==> src/rtl/prog_sequencer.sv <==
module prog_sequencer #(
  parameter int AW          = 6,
  parameter int DW          = 16,
  parameter int PROG_CYCLES = 250000
) (
  input  logic          clk,
  input  logic          rst_n,
  input  logic          cs,
  input  logic          sk,
  input  logic          di,
  input  logic          cmd_write,
  input  logic          cmd_clear,
  input  logic          cmd_clear_all,
  input  logic          cmd_fill_all,
  input  logic          cmd_unlock,
  input  logic          cmd_lock,
  input  logic [AW-1:0] cmd_addr,
  input  logic [DW-1:0] cmd_data,
  output logic          arr_we,
  output logic          arr_all,
  output logic [AW-1:0] arr_addr,
  output logic [DW-1:0] arr_wdata,
  output logic          busy,
  output logic          do_val,
  output logic          do_oe
);

  localparam int CW = $clog2(PROG_CYCLES + 1);

  typedef enum logic [1:0] {S_IDLE, S_ARMED, S_BUSY} st_t;

  st_t           st;
  logic [CW-1:0] cnt;
  logic          cs_q, sk_q, unlocked, show_sts, we_q;
  logic          p_all;
  logic [AW-1:0] p_addr;
  logic [DW-1:0] p_data;

  wire run      = (st == S_BUSY);
  wire cs_fall  = cs_q & ~cs;
  wire sk_rise  = sk & ~sk_q;
  wire mod_cmd  = cmd_write | cmd_clear | cmd_clear_all | cmd_fill_all;
  wire any_cmd  = mod_cmd | cmd_unlock | cmd_lock;
  wire take     = ~run & mod_cmd & unlocked;

  always_ff @(posedge clk or negedge rst_n) begin
    if (!rst_n) begin
      st       <= S_IDLE;
      cnt      <= '0;
      cs_q     <= 1'b0;
      sk_q     <= 1'b0;
      unlocked <= 1'b0;
      show_sts <= 1'b0;
      we_q     <= 1'b0;
      p_all    <= 1'b0;
      p_addr   <= '0;
      p_data   <= '0;
    end else begin
      cs_q <= cs;
      sk_q <= sk;
      we_q <= 1'b0;

      if (!run && any_cmd)    show_sts <= 1'b0;
      if (!run && cmd_unlock) unlocked <= 1'b1;
      if (!run && cmd_lock)   unlocked <= 1'b0;
      if (show_sts && cs && sk_rise && di && !run) show_sts <= 1'b0;

      case (st)
        S_BUSY: begin
          if (cnt == '0) begin
            st   <= S_IDLE;
            we_q <= 1'b1;
          end else begin
            cnt <= cnt - CW'(1);
          end
        end
        default: begin
          if (cs_fall) begin
            if (st == S_ARMED) begin
              st       <= S_BUSY;
              cnt      <= CW'(PROG_CYCLES - 1);
              show_sts <= 1'b1;
            end else begin
              st <= S_IDLE;
            end
          end else if (take) begin
            st     <= S_ARMED;
            p_all  <= cmd_clear_all | cmd_fill_all;
            p_addr <= cmd_addr;
            p_data <= (cmd_clear | cmd_clear_all) ? {DW{1'b1}} : cmd_data;
          end
        end
      endcase
    end
  end

  assign arr_we    = we_q;
  assign arr_all   = p_all;
  assign arr_addr  = p_addr;
  assign arr_wdata = p_data;
  assign busy      = run;
  assign do_oe     = cs & show_sts;
  assign do_val    = ~run;

  p_we_needs_unlock_r2: assert property (@(posedge clk) disable iff (!rst_n)
    arr_we |-> unlocked);

  p_busy_starts_on_cs_fall_r4: assert property (@(posedge clk) disable iff (!rst_n)
    $rose(busy) |-> !$past(cs));

  p_we_single_r5: assert property (@(posedge clk) disable iff (!rst_n)
    arr_we |=> !arr_we);

  p_we_follows_busy_r5: assert property (@(posedge clk) disable iff (!rst_n)
    arr_we |-> ($past(busy) && !busy));

  p_lock_frozen_busy_r6: assert property (@(posedge clk) disable iff (!rst_n)
    busy |=> $stable(unlocked));

  p_fields_frozen_busy_r6: assert property (@(posedge clk) disable iff (!rst_n)
    busy |=> ($stable(arr_addr) && $stable(arr_wdata) && $stable(arr_all)));

  p_status_needs_cs_r7: assert property (@(posedge clk) disable iff (!rst_n)
    do_oe |-> cs);

  p_status_busy_low_r7: assert property (@(posedge clk) disable iff (!rst_n)
    (do_oe && busy) |-> !do_val);

  p_no_cancel_busy_r8: assert property (@(posedge clk) disable iff (!rst_n)
    ($past(do_oe) && $past(busy) && busy && cs) |-> do_oe);

endmodule

==> config.mk <==
export PLATFORM = sky130hd
export DESIGN_NAME = prog_sequencer
export DESIGN_NICKNAME = d
export VERILOG_FILES = /design/src/rtl/prog_sequencer.sv
export SDC_FILE = /design/constraint.sdc
export NUM_CORES = 1
export LEC_CHECK = 0
export BUFFER_PORTS_ARGS = -buffer_cell sky130_fd_sc_hd__buf_2
export CAP_MARGIN = 15
export CORE_UTILIZATION = 50
export DETAILED_ROUTE_END_ITERATION = 10
export GPL_TIMING_DRIVEN = 0
export PLACE_DENSITY = 0.74
export REMOVE_ABC_BUFFERS = 1
export SETUP_SLACK_MARGIN = 0.4
export SLEW_MARGIN = 25
export SYNTH_ARGS = -nofsm -noshare
export SYNTH_HDL_FRONTEND = slang
export SYNTH_SLANG_ARGS = --single-unit
==> constraint.sdc <==
create_clock -name clk -period 3.3 [get_ports clk]
set_clock_uncertainty 0.2 [all_clocks]
set_input_delay 0.495 -clock clk [delete_from_list [all_inputs] [get_ports clk]]
set_output_delay 0.495 -clock clk [all_outputs]
set_load 0.1 [all_outputs]
# After elaboration in Yosys (flattened, before gate mapping)
# Index checks and enable logic that the tools add are counted.
# word_totals
regBits,48
input_bits,33
output_inout_bits,27
wordCells,66
# op_classes
add_sub_neg,1
eq_ne,4
muxes,19
bitwise_logic,16
n_reduce_logical,16
# ops
operator,n
two-way mux 18 bit,4
zero test 18 bit,1
subtractor 18 x 1 -> 18 bit (second input constant),1
two-way mux 16 bit,1
two-way mux 2 bit,5
two-way mux 1 bit,9
logical AND 1 bit,7
OR 1 bit,7
AND reduction 3 bit,2
nonzero test 2 bit,3
bitwise AND 1 bit,5
NOT 1 bit,4
nonzero test 3 bit,1
== test 2 x 1 -> 1 bit (second input constant),1
== test 2 bit (second input constant),1
inequality test 2 x 1 -> 1 bit (second input constant),1
inequality test 2 bit (second input constant),1
AND reduction 2 bit,1
zero test 1 bit,1

# Logic depth before layout (Yosys ltp)
# Gate-level depths: netlist (run 1).
# logic_depth
ltp_word,11
depth_mapped,6
ltp_nobuf,6

# Least setup slack after synthesis (run 1)
# Ideal clock, no wire load.
# synth_timing
path_kind,reg2reg
from,register st[1]
to,"register p_addr[0], in the netlist arr_addr[0]"
setup_time_ps,128
arrival_ps,3685
required_time_ps,2972
slack_ps,-713
stages_incl_launch_ff,6
path_buffers,1
period_less_slack_ps,4013
cell_sequence,dfrtp_1 nor2b_1 inv_2 nand3b_1 buf_1 mux2_1
# synth_between
elab_chain_cells,5
# synth_rtl
element,line,text
from (decl),32,st_t st;
from (signal assigned),48,st <= S_IDLE;
from (signal assigned),71,st <= S_IDLE;
from (signal assigned),80,st <= S_BUSY;
== test 2 bit (*),39,wire run = (st == S_BUSY);
named net busy,23,"output logic busy,"
NOT 1 bit (no line) (*),-,
named net do_val,24,"output logic do_val,"
bitwise AND 1 bit (2 in a row),44,wire take = ~run & mod_cmd & unlocked;
AND reduction 3 bit (no line) (*),-,
to (signal assigned),89,p_addr <= cmd_addr;
to (decl),36,logic [AW-1:0] p_addr;
# Mark *: on every way through the listed nets, which the timed path passes. The rest lies on a longest branch.
# A chain may end at the register's enable or synchronous reset.

# Worst setup path after layout (run 1)
# layout_timing
from,register cnt[6]
to,register cnt[16]
# layout_between
elab_chain_cells,3
word_cells_on_any_way,6
cone_classes,1 x add/sub; 1 x eq/ne; 2 x mux; 2 x reduce/logical
# layout_rtl
element,line,text
from (decl),33,logic [CW-1:0] cnt;
from (signal assigned),74,cnt <= cnt - CW'(1);
from (signal assigned),81,cnt <= CW'(PROG_CYCLES - 1);
subtractor 18 x 1 -> 18 bit / zero test 18 bit (equally long branches),"74, 70",
two-way mux 18 bit / inequality test 2 bit (equally long branches),-,
two-way mux 18 bit / AND reduction 3 bit (equally long branches),-,
# Parallel ways exist; a longest one is shown, timed or not. The select of a mux whose other input is x is not followed.

==> results.json, run 1 <==
{
  "cp_data_arrival_time_ns": 2.53,
  "synth-seq-area-share_pct": 54.0,
  "cts_resized": 0,
  "maxCapViolCount": 0,
  "rsz0062_at_grt": "no",
  "grt_max_degree": 26,
  "grt_usage_pct": 20.4,
  "drt_iter0_drc": 104,
  "path_class": "reg2reg",
  "die-area_mm2": 0.00472,
  "cts_tree": "yes",
  "cp_top_family": "simple AND/OR/NAND/NOR gates",
  "synth_warnings": 0,
  "synth_edf_count": 0,
  "syn_area_per_cell_um2": 9.84,
  "finalWorstPathRequiredPeriod_ns": 2.54,
  "worst_pin_slew_ns": 0.759,
  "start_kind": "register",
  "worstPathCellList": "or4_4 -> or4_1 -> o31ai_2 -> or3b_1",
  "synth_top_area_share_pct": 54.0,
  "min_period_over_period_pct": 77.0,
  "antenna_found_initial": 0,
  "worstHoldPathType": "in2reg",
  "clkSlewWorstSetupHoldPaths_ns": 0.09,
  "grt_pass1_wl_um": 7070,
  "hold_slack_ns": 0.0987,
  "synth.distinct_cells": 40,
  "die_h_um": 68.7,
  "io_buffers": 59,
  "crit_slowest_cell": "or4_1",
  "final_layout_size_suffix_gt1_share_pct": 26.1,
  "clockBufferDepth": 2,
  "ir_worst_vdd_mv": 0.319,
  "powerDensity_mw_per_mm2": 392,
  "wl_um": 4500,
  "max_slew_margin_pct": 49.2,
  "detail_route.wl_per_cell_um": 13.4,
  "async_flop_share_pct": 100,
  "worst-path-buf-inv": 0,
  "syn-cell-area_mm2": 0.00222,
  "finalInstanceArea_mm2": 0.00272,
  "p_leak_nw": 1.32,
  "cts_inserted_buffers": 5,
  "crit_fanout": 6,
  "syn_to_final_growth_pct": 22.1,
  "antenna_cells": 0,
  "holdBufCountCts": 1,
  "die-width_um": 68.7,
  "max_clock_freq_ghz": 0.393,
  "hold_viol_final": 0,
  "cp_data_required_time_ns": 3.29,
  "place_area_mm2": 0.00259,
  "remaining_drc_errors": 0,
  "coreArea_mm2": 0.00414,
  "netlist_instances": 226,
  "clk_latency_ns": 0.31,
  "drt-pass1-iter-count": 4,
  "status": "completed",
  "viasPerCell": 5.37,
  "setup_viol": 0,
  "grt_remaining_overflow": 0,
  "dpl.hpwl_um": 3310,
  "postRouteAntennaNets": 0,
  "std_cell_rows": 23,
  "ys_seq_elements": 48,
  "cts_htree_levels": 2,
  "power_mw": 1.06,
  "synth_area_leaders": "dfrtp_1 (54%), nor2_1 (5.4%), mux2i_1 (4.9%)",
  "crit_path_end_kind": "register",
  "vias": 1809,
  "postCtsSetupBuffers": 0,
  "synth-main-ff-cell": "dfrtp_1",
  "root_buffer": "clkbuf_8",
  "gp_congestion": 0.882,
  "clock-sinks": 48,
  "slew_viol_final": 0,
  "grt_pass1_vias": 1558,
  "start_util_pct": 53.7,
  "ioPinCount": 60,
  "synth_top_cell_by_area": "dfrtp_1",
  "fin_nets": 320,
  "max_stage_delay_ns": 0.62
}
==> metal layers <==
layer	vias to the layer above	routed length [µm]	track usage (%)
li1	922	-	-
met1	834	2120	27.8
met2	47	2130	31.4
met3	6	195	6.09
met4	0	54	5.87
met5	-	0	0
==> worst paths after layout <==
check,depth (start not counted),slack [ns],to,startpoint
setup / recovery,4,0.76,cnt[16]$_DFFE_PN0P_,cnt[6]$_DFFE_PN0P_
hold / removal,1,0.1,sk_q$_DFF_PN0_,sk
setup reg to reg,4,0.76,cnt[16]$_DFFE_PN0P_,cnt[6]$_DFFE_PN0P_
hold reg to reg,2,0.28,arr_wdata[10]$_DFFE_PN0P_,arr_wdata[10]$_DFFE_PN0P_
max in group asynchronous,3,1.87,arr_addr[2]$_DFFE_PN0P_,rst_n
min in group asynchronous,2,0.50,cs_q$_DFF_PN0_,rst_n
==> stage by stage <==
step | setup TNS [ns] | setup slack (ns) | cells | utilization [%]
final | 0 | 0.758 | 337 | 65.5
after global routing | 0 | 0.637 | 337 | 65.5
after CTS | 0 | 0.761 | 337 | 65.5
after detailed placement | 0 | 0.769 | 328 | 62.5
after global placement | 0 | 0.397 | 325 | 61.4
after floorplan | -22.31 | -1.06 | 216 | -
==> layout make-up <==
type	instances	area (µm²)
clock buffer	5	68.8
clock inverter	3	46.3
fill	371	1430
inverter	5	18.8
multi-input combinational	163	971
sequential	48	1200
tap	50	62.6
timing repair buffer	63	348
==> cells by family (layout without fill, tap and decap cells) <==
logic type               after synthesis  in the layout  synth area share [%]
multiplexers                          17             17                  7.99
AND/OR/NAND/NOR                      102            102                  22.9
buffers and inverters                 15             76                  2.59
adder cells (fa/ha/maj)                1              1                 0.562
AO/OA/AOI/OAI                         43             43                  11.9
flip-flops                            48             48                  54.0
==> flip-flops by register name, summed over array words and instances (netlist names) <==
name / count
cs_q: 1
unlocked: 1
arr_all: 1
arr_wdata: 16
cnt: 18
show_sts: 1
arr_we: 1
sk_q: 1
st: 2
arr_addr: 6
==> power breakdown <==
group | switching, mW | internal [mW] | leakage (nW)
Combinational | 0.0237 | 0.0192 | 0.671
Clock | 0.204 | 0.228 | 0.0548
Sequential | 0.000312 | 0.589 | 0.594
==> cell usage in the layout (no fill, tap or decap), types with 4 or more instances in the layout <==
master    synthesis  layout
o21ai_1          12      12
o21ai_0          11      11
inv_1             4       4
mux2i_1          11      11
o211ai_1          4       4
dfrtp_1          48      48
nand2_1          25      25
nor2_1           32      32
nor4_1            5       5
buf_2             1      59
mux2_1            6       6
clkbuf_8          0       5
nand3_1           5       5
and2_1            4       4
or3_1             5       5
a21oi_1           6       6
nor3_1            6       6
==> cell usage after synthesis, drive strengths merged (4+ instances only) <==
cell / count
nor4: 5
or3: 5
nor2: 32
nand3: 5
a21oi: 6
or4: 4
nand2: 25
o211ai: 5
clkbuf: 7
mux2: 6
dfrtp: 48
and2: 4
inv: 5
o21ai: 23
mux2i: 11
nor3: 6
==> worst reg2reg max path, cell delays in order, from the launching register on <==
cell	delay (ns)
dfrtp_1	0.43
or4_4	0.59
or4_1	0.62
o31ai_2	0.23
or3b_1	0.35
Power figures use the tool's default switching activity.
==> run 2: changes to the inputs <==
clock period = 2.35 ns   (was 3.3 ns; I/O delays follow)
==> run 2 against run 1 <==
- power rose by 41%
- flip-flop and latch count did not move
- clock-buffer cell count did not move
- non-clock buffer count rose by 12
- routed wire length rose by 10%
- first-iteration DRC count fell by 19%
- via count rose by 5.7%
==> results.json, run 2 (same netlist as run 1, synthesis figures left out) <==
{
  "status": "completed",
  "grt_pass1_wl_um": 7580,
  "largest_register": "cnt",
  "antenna_found_initial": 0,
  "hp-start": "cmd_lock",
  "setup_viol": 0,
  "cts_htree_levels": 2,
  "p_leak_nw": 1.43,
  "remaining_drc_errors": 0,
  "mostFrequentLayoutCells": "buf_2 (57), dfrtp_1 (46), nor2_1 (31), nand2_1 (25)",
  "die-width_um": 68.7,
  "reg2regPathDepth": 4,
  "max_clock_freq_ghz": 0.439,
  "start_util_pct": 53.7,
  "r2r_setup_slack_ns": 0.07,
  "max_slew_margin_pct": 47.7,
  "clock-sinks": 48,
  "multi_input_area_mm2": 0.00107,
  "clkSlewWorstSetupHoldPaths_ns": 0.10,
  "grt_usage_pct": 21.8,
  "worstHoldPathType": "in2reg",
  "detail_route.wl_per_cell_um": 14.2,
  "min_path_cells": 2,
  "die-area_mm2": 0.00472,
  "crit_path_end_kind": "register",
  "worst_pin_slew_ns": 0.781,
  "grt_remaining_overflow": 0,
  "fin_nets": 332,
  "crit_fanout": 5,
  "min_period_over_period_pct": 96.9,
  "power.switching_mw": 0.325,
  "netSwitchingFraction_pct": 21.7,
  "share_seq_of_total_power_pct": 55.1,
  "wl_um": 4960,
  "grt_pass1_vias": 1707,
  "hold_slack_ns": 0.0142,
  "r2r_end": "cnt[16]$_DFFE_PN0P_",
  "fin_util_pct": 70.4,
  "gp_congestion": 0.882,
  "cts_tree": "yes",
  "grt_max_degree": 26,
  "clockPowerShare_pct": 40.7,
  "antenna_cells": 0,
  "power_mw": 1.50,
  "powerDensity_mw_per_mm2": 515,
  "viasPerCell": 5.48,
  "combPwrFrac_pct": 4.2,
  "fin_ws_ns": 0.0725,
  "cp_data_required_time_ns": 2.34,
  "io_buffers": 59,
  "drt_iter0_drc": 84,
  "start_kind": "register",
  "finalWorstPathRequiredPeriod_ns": 2.28,
  "vias": 1913,
  "cp_data_arrival_time_ns": 2.27,
  "path_class": "reg2reg",
  "fillers": 322,
  "regArea_mm2": 0.00120,
  "r2r_start": "cnt[7]$_DFFE_PN0P_",
  "slew_viol_final": 0,
  "hold_viol_final": 0,
  "maxCapViolCount": 0,
  "dp.cells": 328,
  "dpl.hpwl_um": 3310,
  "ioPinCount": 60,
  "postRouteAntennaNets": 0,
  "place_area_mm2": 0.00259,
  "clk_latency_ns": 0.31,
  "p_int_mw": 1.18,
  "finalInstanceArea_mm2": 0.00292,
  "syn_to_final_growth_pct": 31.2,
  "clockBufferDepth": 2,
  "rsz0062_at_grt": "yes",
  "fin_cells": 349,
  "ir_worst_vdd_mv": 0.454,
  "cts_inserted_buffers": 5,
  "final_layout_size_suffix_gt1_share_pct": 32.8,
  "drt-pass1-iter-count": 4,
  "min_to": "unlocked$_DFFE_PN0P_",
  "coreArea_mm2": 0.00414,
  "die_h_um": 68.7,
  "pre_cts_slack_ns": -0.181,
  "largest_register_ffs": 18,
  "root_buffer": "clkbuf_8",
  "fin_tns_setup_ns": 0,
  "layout_commonest_cell": "buf_2",
  "std_cell_rows": 23
}
[run 2: changes by cell type in the layout (fill, tap and decap cells not counted), moves of 2 or more]
cell	previous run	this run
buf_2	59	57
buf_4	0	11
dfrtp_1	48	46
dfrtp_2	0	2
dlygate4sd3_1	1	3
nor4_1	5	3
[run 2: metal layers]
| layer | part of all wire [%] | global-route usage (%) | vias to the layer above |
|---|---|---|---|
| met5 | 0 | 0 | - |
| met3 | 4.5 | 4.93 | 9 |
| met4 | 1.6 | 9.18 | 0 |
| li1 | - | - | 945 |
| met1 | 45 | 27.7 | 911 |
| met2 | 49 | 35.8 | 48 |
[run 2: power by group through the flow]
stage | Clock (mW) | Sequential [mW] | Combinational, mW
global route | 0.659 | 0.828 | 0.0732
global placement | 0 | 0.844 | 0.0559
CTS | 0.620 | 0.827 | 0.0648
floorplan | 0 | 0.844 | 0.0104
detailed placement | 0 | 0.844 | 0.0608
finish | 0.611 | 0.827 | 0.0636
[run 2: how the worst max path moves through the flow]
stage	cells after the start	start	end	slack, ns
final	4	cnt[7]$_DFFE_PN0P_	cnt[16]$_DFFE_PN0P_	0.07
after CTS	4	cnt[7]$_DFFE_PN0P_	cnt[16]$_DFFE_PN0P_	0.08
after detailed placement	4	cnt[6]$_DFFE_PN0P_	cnt[16]$_DFFE_PN0P_	-0.18
after floorplan	4	st[1]$_DFFE_PN0P_	arr_addr[0]$_DFFE_PN0P_	-2.01
after global routing	4	cnt[7]$_DFFE_PN0P_	cnt[16]$_DFFE_PN0P_	0.03
after global placement	4	cmd_clear	arr_addr[1]$_DFFE_PN0P_	-0.41
[run 2: worst max-delay path, cell delays in order, from the launching register on]
cell and delay, ns:
dfrtp_1 0.40, or4_4 0.55, or4_4 0.49, o31ai_4 0.17, or3b_1 0.35
[run 2: cell type report]
class	count	share of cell area [%]
flip-flops and latches	48	41.3
multi-input cells	163	36.5
repair buffers	75	15.5
clock buffers	5	2.36
well taps	50	2.14
clock inverters	3	1.59
inverters	5	0.643
[run 2: what timing repair did]
item,in CTS,in global routing
endpoints found under the hold margin,25,0
resized for setup,14,8
buffers inserted,7,3
hold buffers,3,0
pin swaps,4,2
endpoints found under the setup margin,29,26
==> run 3: changes to the inputs <==
ABC_AREA = 1   (was not set)
PLACE_DENSITY = 0.72   (was 0.74)
==> run 3 against run 2 <==
- clock-buffer cell count grew 2
- first-iteration DRC count grew 45%
- critical path depth shrank 1
- maximum frequency grew 22%
- area after synthesis grew 12%
- final cell count grew 33%
- utilization shrank 5.2 points
- die area grew 12%
- via count grew 19%
- worst setup slack gained 0.41 ns
- global-route usage grew 2.4 points
- critical endpoint is now busy
==> results.json, run 3 <==
{
  "status": "completed",
  "coreArea_mm2": 0.00475,
  "worstPathCellList": "nand2_4 -> clkinvlp_4 -> buf_6",
  "hold_viol_final": 0,
  "max_slew_margin_pct": 48.7,
  "synth_edf_count": 0,
  "clk_latency_ns": 0.30,
  "final_layout_size_suffix_gt1_share_pct": 27.7,
  "min_path_cells": 2,
  "hp-start": "cmd_lock",
  "cts_inserted_buffers": 5,
  "cts_htree_levels": 2,
  "detail_route.wl_per_cell_um": 12.4,
  "vias": 2275,
  "maxCapViolCount": 0,
  "r2r_start": "cnt[0]$_DFFE_PN0P_",
  "ys_seq_elements": 48,
  "async_flop_share_pct": 100,
  "clkSlewWorstSetupHoldPaths_ns": 0.09,
  "clockBufferDepth": 2,
  "netlist_instances": 326,
  "drt-pass1-iter-count": 4,
  "synth_warnings": 0,
  "antenna_cells": 0,
  "synth_common_cells": "nand2_1 (117), dfrtp_1 (48), nor2_1 (34)",
  "dpl.hpwl_um": 3540,
  "die-width_um": 72.6,
  "largest_register": "cnt",
  "cp_top_family": "flip-flops",
  "min_to": "unlocked$_DFFE_PN0P_",
  "max_clock_freq_ghz": 0.535,
  "max_stage_delay_ns": 0.43,
  "grt_max_degree": 49,
  "slew_viol_final": 0,
  "remaining_drc_errors": 0,
  "r2r_setup_slack_ns": 0.50,
  "synth_top_area_share_pct": 48.2,
  "ioPinCount": 60,
  "crit_path_end_kind": "output port",
  "setup_viol": 0,
  "grt_usage_pct": 24.2,
  "syn_to_final_growth_pct": 24.3,
  "path_class": "reg2out",
  "mostFrequentLayoutCells": "nand2_1 (116), buf_2 (56), dfrtp_1 (48), nor2_1 (32), nand3_1 (31)",
  "viasPerCell": 4.90,
  "die_h_um": 72.6,
  "drt_iter0_drc": 122,
  "start_kind": "register",
  "worst-path-buf-inv": 2,
  "std_cell_rows": 25,
  "reg2regPathDepth": 11,
  "io_buffers": 59,
  "rsz0062_at_grt": "no",
  "root_buffer": "clkbuf_8",
  "crit_slowest_cell": "dfrtp_1",
  "yosys.cell_count.top_type": "nand2_1",
  "cts_tree": "yes",
  "synth_top_cell_by_area": "dfrtp_1",
  "antenna_found_initial": 0,
  "crit_fanout": 16,
  "clock-sinks": 48,
  "finalWorstPathRequiredPeriod_ns": 1.87,
  "postRouteAntennaNets": 0,
  "syn_area_per_cell_um2": 7.65,
  "min_period_over_period_pct": 79.6,
  "gp_congestion": 0.780,
  "layout_commonest_cell": "nand2_1",
  "grt_remaining_overflow": 0,
  "r2r_end": "cnt[12]$_DFFE_PN0P_",
  "fin_nets": 430,
  "synth_area_leaders": "dfrtp_1 (48%), nand2_1 (18%), nand3_1 (6.2%)",
  "cp_data_required_time_ns": 1.80,
  "synth.distinct_cells": 27,
  "grt_pass1_vias": 2167,
  "largest_register_ffs": 18,
  "syn-cell-area_mm2": 0.00249,
  "start_util_pct": 52.4,
  "cp_data_arrival_time_ns": 1.32,
  "die-area_mm2": 0.00527,
  "grt_pass1_wl_um": 9720,
  "fin_util_pct": 65.2,
  "fillers": 429,
  "synth-seq-area-share_pct": 48.2,
  "worstHoldPathType": "in2reg",
  "worst_pin_slew_ns": 0.767,
  "wl_um": 5760,
  "synth-main-ff-cell": "dfrtp_1"
}
-- run 3: cell types whose count changed after synthesis, sizes merged, moves of 5 or more --
cell	delta
nor2	+9
nor4	-5
mux2i	-11
nand3	+28
nand2	+100
mux2	-6
or3	-5
o211ai	-5
buf	+5
inv	+22
nor3	-6
-- run 3: kinds of logic after synthesis --
kind of cell    synth area share (%)
compound gates                  6.07
xor+xnor                        1.05
fa+ha+maj                      0.502
buf+inv                         7.02
flops                           48.2
simple gates                    37.2
-- run 3: worst register-to-register path, delay by kind of cell (launching register included) --
| family | cells | cell delay (ns) |
|---|---|---|
| AND/OR/NAND/NOR | 6 | 0.53 |
| flip-flops | 1 | 0.42 |
| buffers and inverters | 3 | 0.38 |
| adder cells (fa/ha/maj) | 1 | 0.16 |
| AO/OA/AOI/OAI | 1 | 0.05 |
-- run 3: layer usage --
layer	GRT usage (%)	wire (µm)	vias up	part of all wire, %
met4	8.28	64	0	1.1
li1	-	-	1165	-
met5	0	0	-	0
met3	5.39	245	7	4.3
met1	31.9	2670	1047	46
met2	39.5	2780	56	48
-- run 3: what timing repair did --
item                                    CTS  global route
resized for setup                        10             6
endpoints found under the setup margin   42            35
pin swaps                                 4             2
hold buffers                              3             0
cloned                                    3             0
setup buffers                             6             4
endpoints found under the hold margin    50             0
-- run 3: metrics by stage --
step           worst slack (ns)  hold slack, ns  cells  area (µm²)  TNS, ns
2_1_floorplan            -0.853          -0.143    314        2420   -27.15
3_5_place_dp             -0.167           0.210    440        2800    -2.99
3_3_place_gp             -0.541           0.249    440        2800   -11.94
6_report                  0.480          0.0275    464        3100        0
5_1_grt                   0.405          0.0267    464        3100        0
4_1_cts                   0.437          0.0196    460        3040        0
-- run 3: cell type report --
type | count | area, µm² | area share, %
clock inverters | 1 | 7.51 | 0.242
inverters | 27 | 108 | 3.47
multi-input cells | 242 | 1200 | 38.8
flip-flops and latches | 48 | 1200 | 38.8
well taps | 67 | 83.8 | 2.70
repair buffers | 72 | 412 | 13.3
clock buffers | 7 | 86.3 | 2.79
-- run 3: how the worst max path moves through the flow --
stage	start	endpoint	slack (ns)	cells past startpoint
after global routing	st[0]$_DFFE_PN0P_	cnt[11]$_DFFE_PN0P_	0.40	6
after CTS	cnt[0]$_DFFE_PN0P_	cnt[12]$_DFFE_PN0P_	0.44	11
after floorplan	st[1]$_DFFE_PN0P_	cnt[0]$_DFFE_PN0P_	-0.85	6
final	st[1]$_DFFE_PN0P_	busy	0.48	3
after detailed placement	st[1]$_DFFE_PN0P_	arr_all$_DFFE_PN0P_	-0.17	5
after global placement	st[1]$_DFFE_PN0P_	arr_all$_DFFE_PN0P_	-0.54	5
Power of run 3 is left out: the tool's default activity adds up to more than one toggle a clock period on the data nets, which glitch-free logic cannot reach.
